**src/rtl/tmr_pkg.sv**
```systemverilog
`timescale 1ns/1ps
package tmr_pkg;
  typedef enum logic [1:0] {
    MODE_FREE = 2'd0,
    MODE_CLR  = 2'd1,
    MODE_PWM  = 2'd2,
    MODE_ALT  = 2'd3
  } tmr_mode_e;

  localparam logic [1:0] A_CMP = 2'd0;
  localparam logic [1:0] A_CTL = 2'd1;
  localparam logic [1:0] A_MSK = 2'd2;
  localparam logic [1:0] A_FLG = 2'd3;

  // Divider exponent for a clock select code; -1 means stopped.
  function automatic int div_shift(input logic [2:0] sel);
    case (sel)
      3'd1:    return 0;
      3'd2:    return 3;
      3'd3:    return 6;
      3'd4:    return 8;
      default: return -1;
    endcase
  endfunction
endpackage

```
**src/rtl/tmr_presc.sv**
```systemverilog
`timescale 1ns/1ps
module tmr_presc #(
  parameter int SEL_W = 3,
  parameter int PRE_W = 8
) (
  input  logic             clk,
  input  logic             rst_n,
  input  logic [SEL_W-1:0] sel,
  output logic             tick
);
  logic [SEL_W-1:0] sel_q;
  logic [PRE_W-1:0] pc, pc_eff, mask;
  logic             active, sel_chg;
  int               sh;

  always_comb begin
    sh      = tmr_pkg::div_shift(3'(sel));
    active  = (sh >= 0);
    mask    = active ? PRE_W'((1 << sh) - 1) : '0;
    sel_chg = (sel != sel_q);
    pc_eff  = sel_chg ? '0 : pc;
    tick    = active && ((pc_eff & mask) == mask);
  end

  always_ff @(posedge clk or negedge rst_n) begin
    if (!rst_n) begin
      sel_q <= '0;
      pc    <= '0;
    end else begin
      sel_q <= sel;
      pc    <= active ? pc_eff + 1'b1 : '0;
    end
  end

  AST_DIV1_EVERY: assert property (@(posedge clk) disable iff (!rst_n)
    (sel == SEL_W'(1)) |-> tick);
  AST_STOP_NO_TICK: assert property (@(posedge clk) disable iff (!rst_n)
    (sel == '0) |-> !tick);
endmodule

```
**src/rtl/tmr_core.sv**
```systemverilog
`timescale 1ns/1ps
module tmr_core #(
  parameter int CNT_W = 8
) (
  input  logic             clk,
  input  logic             rst_n,
  input  logic             tick,
  input  tmr_pkg::tmr_mode_e mode,
  input  logic [CNT_W-1:0] buf_nxt,
  output logic [CNT_W-1:0] cnt,
  output logic [CNT_W-1:0] cmp_act,
  output logic             match_evt,
  output logic             ovf_evt,
  output logic             wave
);
  import tmr_pkg::*;
  localparam logic [CNT_W-1:0] MAXV = '1;

  logic             at_max, hit, load_act, wave_nxt;
  logic [CNT_W-1:0] cnt_nxt;

  function automatic logic [CNT_W-1:0] step_count(
    input logic [CNT_W-1:0] c, input logic clr);
    return clr ? '0 : c + 1'b1;
  endfunction

  always_comb begin
    at_max    = (cnt == MAXV);
    hit       = (cnt == cmp_act);
    match_evt = tick & hit;
    ovf_evt   = tick & at_max;
    cnt_nxt   = tick ? step_count(cnt, (mode == MODE_CLR) && hit) : cnt;
    load_act  = (mode != MODE_PWM) || ovf_evt;
    if (mode == MODE_PWM)
      wave_nxt = ovf_evt ? 1'b1 : (match_evt ? 1'b0 : wave);
    else
      wave_nxt = wave ^ match_evt;
  end

  always_ff @(posedge clk or negedge rst_n) begin
    if (!rst_n) begin
      cnt     <= '0;
      cmp_act <= '0;
      wave    <= 1'b0;
    end else begin
      cnt  <= cnt_nxt;
      wave <= wave_nxt;
      if (load_act) cmp_act <= buf_nxt;
    end
  end

  AST_COUNT_STEP: assert property (@(posedge clk) disable iff (!rst_n)
    (tick && !(mode == MODE_CLR && cnt == cmp_act)) |=> cnt == CNT_W'($past(cnt) + 1'b1));
  AST_CLR_WRAP: assert property (@(posedge clk) disable iff (!rst_n)
    (mode == MODE_CLR && match_evt) |=> cnt == '0);
  AST_ACT_HOLD: assert property (@(posedge clk) disable iff (!rst_n)
    (mode == MODE_PWM && !ovf_evt) |=> $stable(cmp_act));
  AST_WAVE_TOGGLE: assert property (@(posedge clk) disable iff (!rst_n)
    (mode != MODE_PWM && match_evt) |=> wave != $past(wave));
  AST_PWM_SET: assert property (@(posedge clk) disable iff (!rst_n)
    (mode == MODE_PWM && ovf_evt) |=> wave);
endmodule

```
**src/rtl/tmr8_top.sv**
```systemverilog
`timescale 1ns/1ps
module tmr8_top #(
  parameter int CNT_W  = 8,
  parameter int ADDR_W = 2,
  parameter int SEL_W  = 3,
  parameter int PRE_W  = 8
) (
  input  logic              clk,
  input  logic              rst_n,
  input  logic              wr_en,
  input  logic [ADDR_W-1:0] wr_addr,
  input  logic [CNT_W-1:0]  wr_data,
  output logic [CNT_W-1:0]  count,
  output logic              cmp_flag,
  output logic              ovf_flag,
  output logic              irq,
  output logic              wave
);
  import tmr_pkg::*;
  localparam int SEL_LO = 2;
  localparam int SEL_HI = SEL_LO + SEL_W - 1;

  logic [CNT_W-1:0] cmp_buf, buf_nxt, cmp_act;
  tmr_mode_e        mode_r;
  logic [SEL_W-1:0] sel_r;
  logic [1:0]       msk_r;
  logic             tick, match_evt, ovf_evt;
  logic             wr_cmp, wr_ctl, wr_msk, wr_flg, clr_cf, clr_of;
  logic             unused_hi;

  assign unused_hi = ^wr_data[CNT_W-1:SEL_HI+1];

  always_comb begin
    wr_cmp  = wr_en && (wr_addr == ADDR_W'(A_CMP));
    wr_ctl  = wr_en && (wr_addr == ADDR_W'(A_CTL));
    wr_msk  = wr_en && (wr_addr == ADDR_W'(A_MSK));
    wr_flg  = wr_en && (wr_addr == ADDR_W'(A_FLG));
    clr_cf  = wr_flg && wr_data[0];
    clr_of  = wr_flg && wr_data[1];
    buf_nxt = wr_cmp ? wr_data : cmp_buf;
  end

  always_ff @(posedge clk or negedge rst_n) begin
    if (!rst_n) begin
      cmp_buf  <= '0;
      mode_r   <= MODE_FREE;
      sel_r    <= '0;
      msk_r    <= '0;
      cmp_flag <= 1'b0;
      ovf_flag <= 1'b0;
    end else begin
      cmp_buf <= buf_nxt;
      if (wr_ctl) begin
        mode_r <= tmr_mode_e'(wr_data[1:0]);
        sel_r  <= wr_data[SEL_HI:SEL_LO];
      end
      if (wr_msk) msk_r <= wr_data[1:0];
      cmp_flag <= match_evt | (cmp_flag & ~clr_cf);
      ovf_flag <= ovf_evt   | (ovf_flag & ~clr_of);
    end
  end

  assign irq = (cmp_flag & msk_r[0]) | (ovf_flag & msk_r[1]);

  tmr_presc #(.SEL_W(SEL_W), .PRE_W(PRE_W)) u_presc (
    .clk(clk), .rst_n(rst_n), .sel(sel_r), .tick(tick)
  );

  tmr_core #(.CNT_W(CNT_W)) u_core (
    .clk(clk), .rst_n(rst_n), .tick(tick), .mode(mode_r), .buf_nxt(buf_nxt),
    .cnt(count), .cmp_act(cmp_act), .match_evt(match_evt), .ovf_evt(ovf_evt),
    .wave(wave)
  );

  AST_STOP_HOLDS: assert property (@(posedge clk) disable iff (!rst_n)
    (sel_r == '0) |=> $stable(count));
  AST_CMP_FLAG_SET: assert property (@(posedge clk) disable iff (!rst_n)
    match_evt |=> cmp_flag);
  AST_OVF_FLAG_SET: assert property (@(posedge clk) disable iff (!rst_n)
    ovf_evt |=> ovf_flag);
  AST_FLAG_CLEAR: assert property (@(posedge clk) disable iff (!rst_n)
    (clr_cf && !match_evt) |=> !cmp_flag);
  AST_IRQ_QUIET: assert property (@(posedge clk) disable iff (!rst_n)
    (!cmp_flag && !ovf_flag) |-> !irq);
endmodule

```
**config.mk**
```make
export PLATFORM = sky130hd
export DESIGN_NAME = tmr8_top
export DESIGN_NICKNAME = d
export VERILOG_FILES = /design/src/rtl/tmr_pkg.sv /design/src/rtl/tmr_presc.sv /design/src/rtl/tmr_core.sv /design/src/rtl/tmr8_top.sv
export SDC_FILE = /design/constraint.sdc
export NUM_CORES = 1
export LEC_CHECK = 0
export BUFFER_PORTS_ARGS = -buffer_cell sky130_fd_sc_hd__buf_2
export CORE_ASPECT_RATIO = 0.6
export CORE_MARGIN = 1.5
export CORE_UTILIZATION = 53
export CTS_CLUSTER_DIAMETER = 30
export DETAILED_ROUTE_END_ITERATION = 10
export PLACE_DENSITY = 0.75
export SETUP_SLACK_MARGIN = 0.2
export SYNTH_ARGS = -nofsm -noshare
export SYNTH_HDL_FRONTEND = slang
export SYNTH_SLANG_ARGS = --single-unit
```
**constraint.sdc**
```tcl
create_clock -name clk -period 2.45 [get_ports clk]
set_clock_uncertainty 0.05 [all_clocks]
set_input_delay 0.1225 -clock clk [delete_from_list [all_inputs] [get_ports clk]]
set_output_delay 0.1225 -clock clk [all_outputs]
set_load 0.03 [all_outputs]
```
# Word-level counts from Yosys, hierarchy flattened
# Cells that the tools add are included.
word_totals:
  word_cells: 63
  regBits: 45
  in_bits: 13
op_classes:
  eq_ne: 15
  mux: 9
  shifts: 1
  add_sub_neg: 3
  order_cmp: 1
  n_bitwise: 13
  n_reduce_logical: 10
ops:
  columns: ["cell", "n"]
  rows:
  - ["case mux 32 bit (4 select lines)", 1]
  - ["2-to-1 mux 8 bit", 5]
  - ["greater-or-equal comparator 32 x 1 -> 1 bit, second input constant", 1]
  - ["left shift 1 x 32 -> 8 bit, first input constant", 1]
  - ["adder 8 x 1 -> 8 bit, second input constant", 2]
  - ["equality test 8 bit", 2]
  - ["AND 8 bit", 1]
  - ["equality test 8 bit, second input constant", 1]
  - ["logical AND 1 bit", 8]
  - ["subtractor 8 x 2 -> 8 bit, second input constant", 1]
  - ["AND 1 bit", 6]
  - ["equality test 2 bit, second input constant", 3]
  - ["equality test 3 x 2 -> 1 bit, second input constant", 2]
  - ["equality test 2 x 1 -> 1 bit, second input constant", 2]
  - ["equality test 3 x 1 -> 1 bit, second input constant", 1]
  - ["equality test 3 bit, second input constant", 1]
  - ["2-to-1 mux 1 bit", 3]
  - ["inequality test 3 bit", 1]
  - ["inequality test 3 bit, second input constant", 1]
  - ["OR 1 bit", 3]
  - ["zero test 2 bit", 1]
  - ["inequality test 2 bit, second input constant", 1]
  - ["inverter 1 bit", 2]
  - ["logical OR 1 bit", 1]
  - ["bitwise XOR 1 bit", 1]

# Depth between registers and ports, before layout
logic_depth:
  word_depth: 12
  mapped_depth: 9
  depth_no_buf: 7

# Hierarchy
# Synthesis repeated with hierarchy kept, for this count alone.
unflattened:
  hier_cells: 183
  area_unflattened_um2: 2303.5
modules_own_cells:
  columns: ["module", "cells_per_inst", "seq_area_each_um2", "area_each_um2", "instances"]
  rows:
  - ["tmr_core", 77, 425.4, 948.4, 1]
  - ["tmr_presc", 66, 275.3, 690.7, 1]
  - ["tmr8_top", 40, 425.4, 664.4, 1]

# Worst setup path after synthesis
# OpenSTA, ideal clock, no wires.
synth_timing:
  kind: "register -> register"
  startpoint: "register sel_r[2]"
  endpoint: "register u_core.wave"
  setup_ns: 0.121
  t_arrival_ns: 2.378
  slack_ns: -0.098
  required_time_ns: 2.279
  stages_incl_launch_ff: 9
  path_cell_list: "dfrtp_1 buf_6 or3b_4 ha_1 nand2b_1 o22a_1 o2111ai_2 or4_4 a22o_1"
synth_between:
  elab_chain_cells: 11
synth_lines:
  columns: ["element", "line", "source"]
  rows:
  - ["start, declared", "tmr8_top.sv:25", "logic [SEL_W-1:0] sel_r;"]
  - ["start signal, assigned", "tmr8_top.sv:55", "sel_r <= wr_data[SEL_HI:SEL_LO];"]
  - ["parallel branches: the longest is 7 deep, another holds greater-or-equal comparator 32 x 1 -> 1 bit", null, null]
  - ["logical AND 1 bit (*)", "tmr_presc.sv:22", "tick = active && ((pc_eff & mask) == mask);"]
  - ["AND 1 bit (on tied branches)", "tmr_core.sv:30, tmr_core.sv:31", null]
  - ["bitwise XOR 1 bit / 2-to-1 mux 1 bit (equally long branches)", "tmr_core.sv:37, tmr_core.sv:35", null]
  - ["2-to-1 mux 1 bit", "tmr_core.sv:34", "if (mode == MODE_PWM)"]
  - ["end signal, assigned", "tmr_core.sv:47", "wave <= wave_nxt;"]
  - ["end, declared", "tmr_core.sv:14", "output logic wave"]
# Mark *: on every way between the ends.
# A chain may end at the register's enable or synchronous reset.

# Final worst setup path
layout_timing:
  startpoint: "register sel_r[0]"
  endpoint: "register ovf_flag"
layout_between:
  elab_chain_cells: 10
layout_lines:
  columns: ["element", "line", "source"]
  rows:
  - ["parallel branches: the longest is 7 deep, another holds greater-or-equal comparator 32 x 1 -> 1 bit", null, null]
  - ["logical AND 1 bit (*)", "tmr_presc.sv:22", null]
  - ["AND 1 bit (*)", "tmr_core.sv:31", "ovf_evt = tick & at_max;"]
  - ["OR 1 bit (*)", "tmr8_top.sv:59", "ovf_flag <= ovf_evt | (ovf_flag & ~clr_of);"]
  - ["end signal, assigned", "tmr8_top.sv:59", null]
  - ["end, declared", "tmr8_top.sv:15", "output logic ovf_flag,"]
# Marks and branches as above.

==> flow_metrics.py <==
metrics = {
    "yosys": {
        "synth_top_area_frac": 0.436,
        "ys_seq_elements": 45,
        "yosysTopAreaCell": "dfrtp_1",
        "synth_area_sq_um": 2580,
        "syn_inst": 255,
        "synth_area_per_cell_sq_um": 10.1,
        "synth_ff_type": "dfrtp_1",
        "synth_edf_count": 0,
        "ys_top_cells_by_area": "dfrtp_1 44%, mux2_2 6.5%, xor2_1 5.1%",
        "async_flop_share": 1.00,
        "synth_fp_nets": 271,
        "ys_warn_count": 0,
        "synth.yosys.seq_area_share": 0.436,
        "synthDistinctLibCells": 48,
    },
    "clocking": {
        "ctsLongestPathBuffers": 2,
        "clock_sinks": 45,
        "clk_pin_slew_ns": 0.08,
        "root_buffer": "clkbuf_8",
        "htreeDepth": 2,
        "cts_tree": "built",
        "cts_buffers": 5,
        "clkLatencyLatePin_ns": 0.29,
    },
    "place": {
        "dpl.hpwl_mm": 4.46,
        "port-buffer-count": 24,
        "routabilityCongestion": 0.869,
        "pre_cts_slack_ns": 0.00622,
    },
    "hold_path": {
        "min_to": "sel_r[1]$_DFFE_PN0P_",
        "hold_depth": 2,
        "min_from": "wr_data[3]",
        "holdCritPathClass": "in -> reg",
    },
    "die": {
        "die_y_microns": 57.1,
        "num_rows": 19,
        "fp.coreArea_sq_um": 4640,
        "dieArea_sq_um": 5310,
        "die_w_microns": 93.1,
        "start_util": 0.557,
        "io_pins": 25,
    },
    "power_and_ir_drop": {
        "power_per_cell_area_nw_per_um2": 829,
        "power.leakage_nw": 1.32,
        "switchingPower_w": 0.00106,
        "pwr-share-clk": 0.156,
        "p_sw_frac": 0.398,
        "ir_worst_vdd_mv": 0.572,
        "intPower_w": 0.00160,
        "seq_power_share": 0.387,
        "combinationalPowerShare": 0.457,
    },
    "critical_path": {
        "cp_top_family": "simple AND/OR/NAND/NOR gates",
        "crit_slowest_cell": "or3b_4",
        "r2r-start": "sel_r[0]$_DFFE_PN0P_",
        "required_ns": 2.58,
        "critical_path_arrival_ns": 2.51,
        "worstSetupStartpoint": "sel_r[0]$_DFFE_PN0P_",
        "cp-end-kind": "register",
        "max_stage_delay_ns": 0.42,
        "reg2reg_to": "ovf_flag$_DFF_PN0_",
        "r2r_cells": 9,
        "start_kind": "register",
        "cp_cell_sequence": "or3b_4 > ha_4 > nor4b_1 > o21ai_1 > o2111ai_2 > buf_6 > nor3_2 > buf_4 > a22o_1",
        "critical_path_class": "reg -> reg",
        "reg2reg_setup_slack_ns": 0.07,
        "path_buf_inv": 2,
        "crit_fanout": 10,
    },
    "timing": {
        "fin_ws_ns": 0.0694,
        "finalHoldViolations": 0,
        "rsz0062_at_grt": "true",
        "max_freq_mhz": 420,
        "maxSlewViolCount": 0,
        "finalCritPeriodShare": 0.972,
        "tightest_slew_ns": 0.561,
        "slew_headroom": 0.625,
        "fin_crit_ns": 2.38,
        "setup_viol": 0,
    },
    "finish": {
        "multi_input_comb_area_sq_um": 1510,
        "most-common-layout-cells": "45 x dfrtp_1, 24 x buf_2, 24 x buf_4",
        "drive_above_1_share": 0.336,
        "antenna_cells": 0,
        "nFillCells": 352,
        "final_common_cell": "dfrtp_1",
        "syn_to_final_growth_pct": 24.5,
        "regArea_sq_um": 1130,
        "utilization": 0.694,
        "nets": 321,
    },
    "global_route": {
        "grt.total_usage": 0.255,
        "antenna_found_initial": 0,
        "grt_pass1_vias": 2108,
        "grt_pass1_wl_mm": 10.4,
        "grt_max_degree": 35,
        "globalRouteOverflowTotal": 0,
    },
    "detailed_routing": {
        "drc": 0,
        "vias": 2239,
        "drt-total-wl_mm": 6.38,
        "wire_per_inst_microns": 17.4,
        "viasPerCell": 6.10,
        "final_antenna_net_count": 0,
        "firstDrtPassIters": 5,
        "initialDrtViolationCount": 186,
    },
    "run": {
        "drv_cap": 0,
    },
    "run_status": {
        "outcome": "complete, no violations",
    },
}
## cell families (layout without fill, tap and decap cells)
family | after synthesis | count (layout) | synth area share
multiplexers | 17 | 17 | 0.0732
XOR/XNOR | 20 | 20 | 0.0707
flip-flops | 45 | 45 | 0.436
adder cells (fa/ha/maj) | 3 | 3 | 0.0145
other | 1 | 1 | 0.00145
buffers and inverters | 23 | 72 | 0.0436
AND/OR/NAND/NOR | 95 | 95 | 0.214
AO/OA/AOI/OAI | 51 | 51 | 0.147
## power by group through the flow
| stage | registers (W) | clock network, W | logic, W |
|---|---|---|---|
| final | 0.00103 | 0.000416 | 0.00122 |
| after global routing | 0.00105 | 0.000459 | 0.00132 |
| after CTS | 0.00103 | 0.000426 | 0.00113 |
| after detailed placement | 0.00104 | 0 | 0.00106 |
| after global placement | 0.00103 | 0 | 0.00103 |
| after floorplan | 0.00106 | 0 | 0.000690 |
## area by class of cell
class                   count  share of cell area
well taps                  63              0.0245
multi-input cells         187               0.468
clock inverters             1             0.00156
inverters                  13              0.0152
repair buffers             53               0.119
flip-flops and latches     45               0.350
clock buffers               5              0.0214
## synth_stat cells (all sizes together) (3+ instances only)
master	instances
o22ai	7
nand4	4
nor4	13
mux2	15
a22o	3
dfrtp	45
or2b	4
xor2	16
ha	3
nor2	10
nand2b	13
o22a	10
buf	4
o21ai	9
clkbuf	6
nand2	14
xnor2	4
nor3	13
inv	13
a2111oi	6
a21oi	8
nand3	9
## through the flow
step,instance area [sq um],std cells,total power [W],hold WS (ns),setup TNS [ns]
finish,3220,367,0.00266,0.0343,0
global route,3220,367,0.00283,0.0285,-0.0712
CTS,3120,367,0.00258,0.0299,0
detailed placement,2930,354,0.00210,-0.0417,0
global placement,2930,354,0.00206,-0.0419,0
floorplan,2600,255,0.00175,-0.223,0
## timing repair
item | 4_1_cts | 5_1_grt
buffers inserted | 6 | 0
hold buffers | 1 | 0
gates resized for setup | 15 | 13
endpoints found under the setup margin | 10 | 19
pin swaps | 6 | 1
endpoints found under the hold margin | 11 | 0
## how the worst max path moves through the flow
| stage | end | cells after the start |
|---|---|---|
| CTS | u_core.wave$_DFFE_PN0P_ | 7 |
| global route | ovf_flag$_DFF_PN0_ | 9 |
| detailed placement | u_core.cnt[3]$_DFFE_PN0P_ | 8 |
| floorplan | u_core.wave$_DFFE_PN0P_ | 6 |
| finish | ovf_flag$_DFF_PN0_ | 9 |
| global placement | u_core.cnt[2]$_DFFE_PN0P_ | 7 |
## flip-flops by register name, summed over array words and instances, names as in the netlist
name and cells:
cmp_buf 8, mode_r 2, sel_r 3, msk_r 2, u_core.wave 1, u_core.cmp_act 8
ovf_flag 1, u_core.cnt 8, cmp_flag 1, u_presc.sel_q 3, u_presc.pc 8
## per-layer routing
layer  wire [microns]  global-route usage  vias to the layer above
met5                0                   0                        -
met4               72              0.0541                        0
met3              540              0.0747                       10
met2             2710               0.377                      104
met1             3050               0.372                     1092
li1                 -                   -                     1033
(Power assumes the default switching activity.)
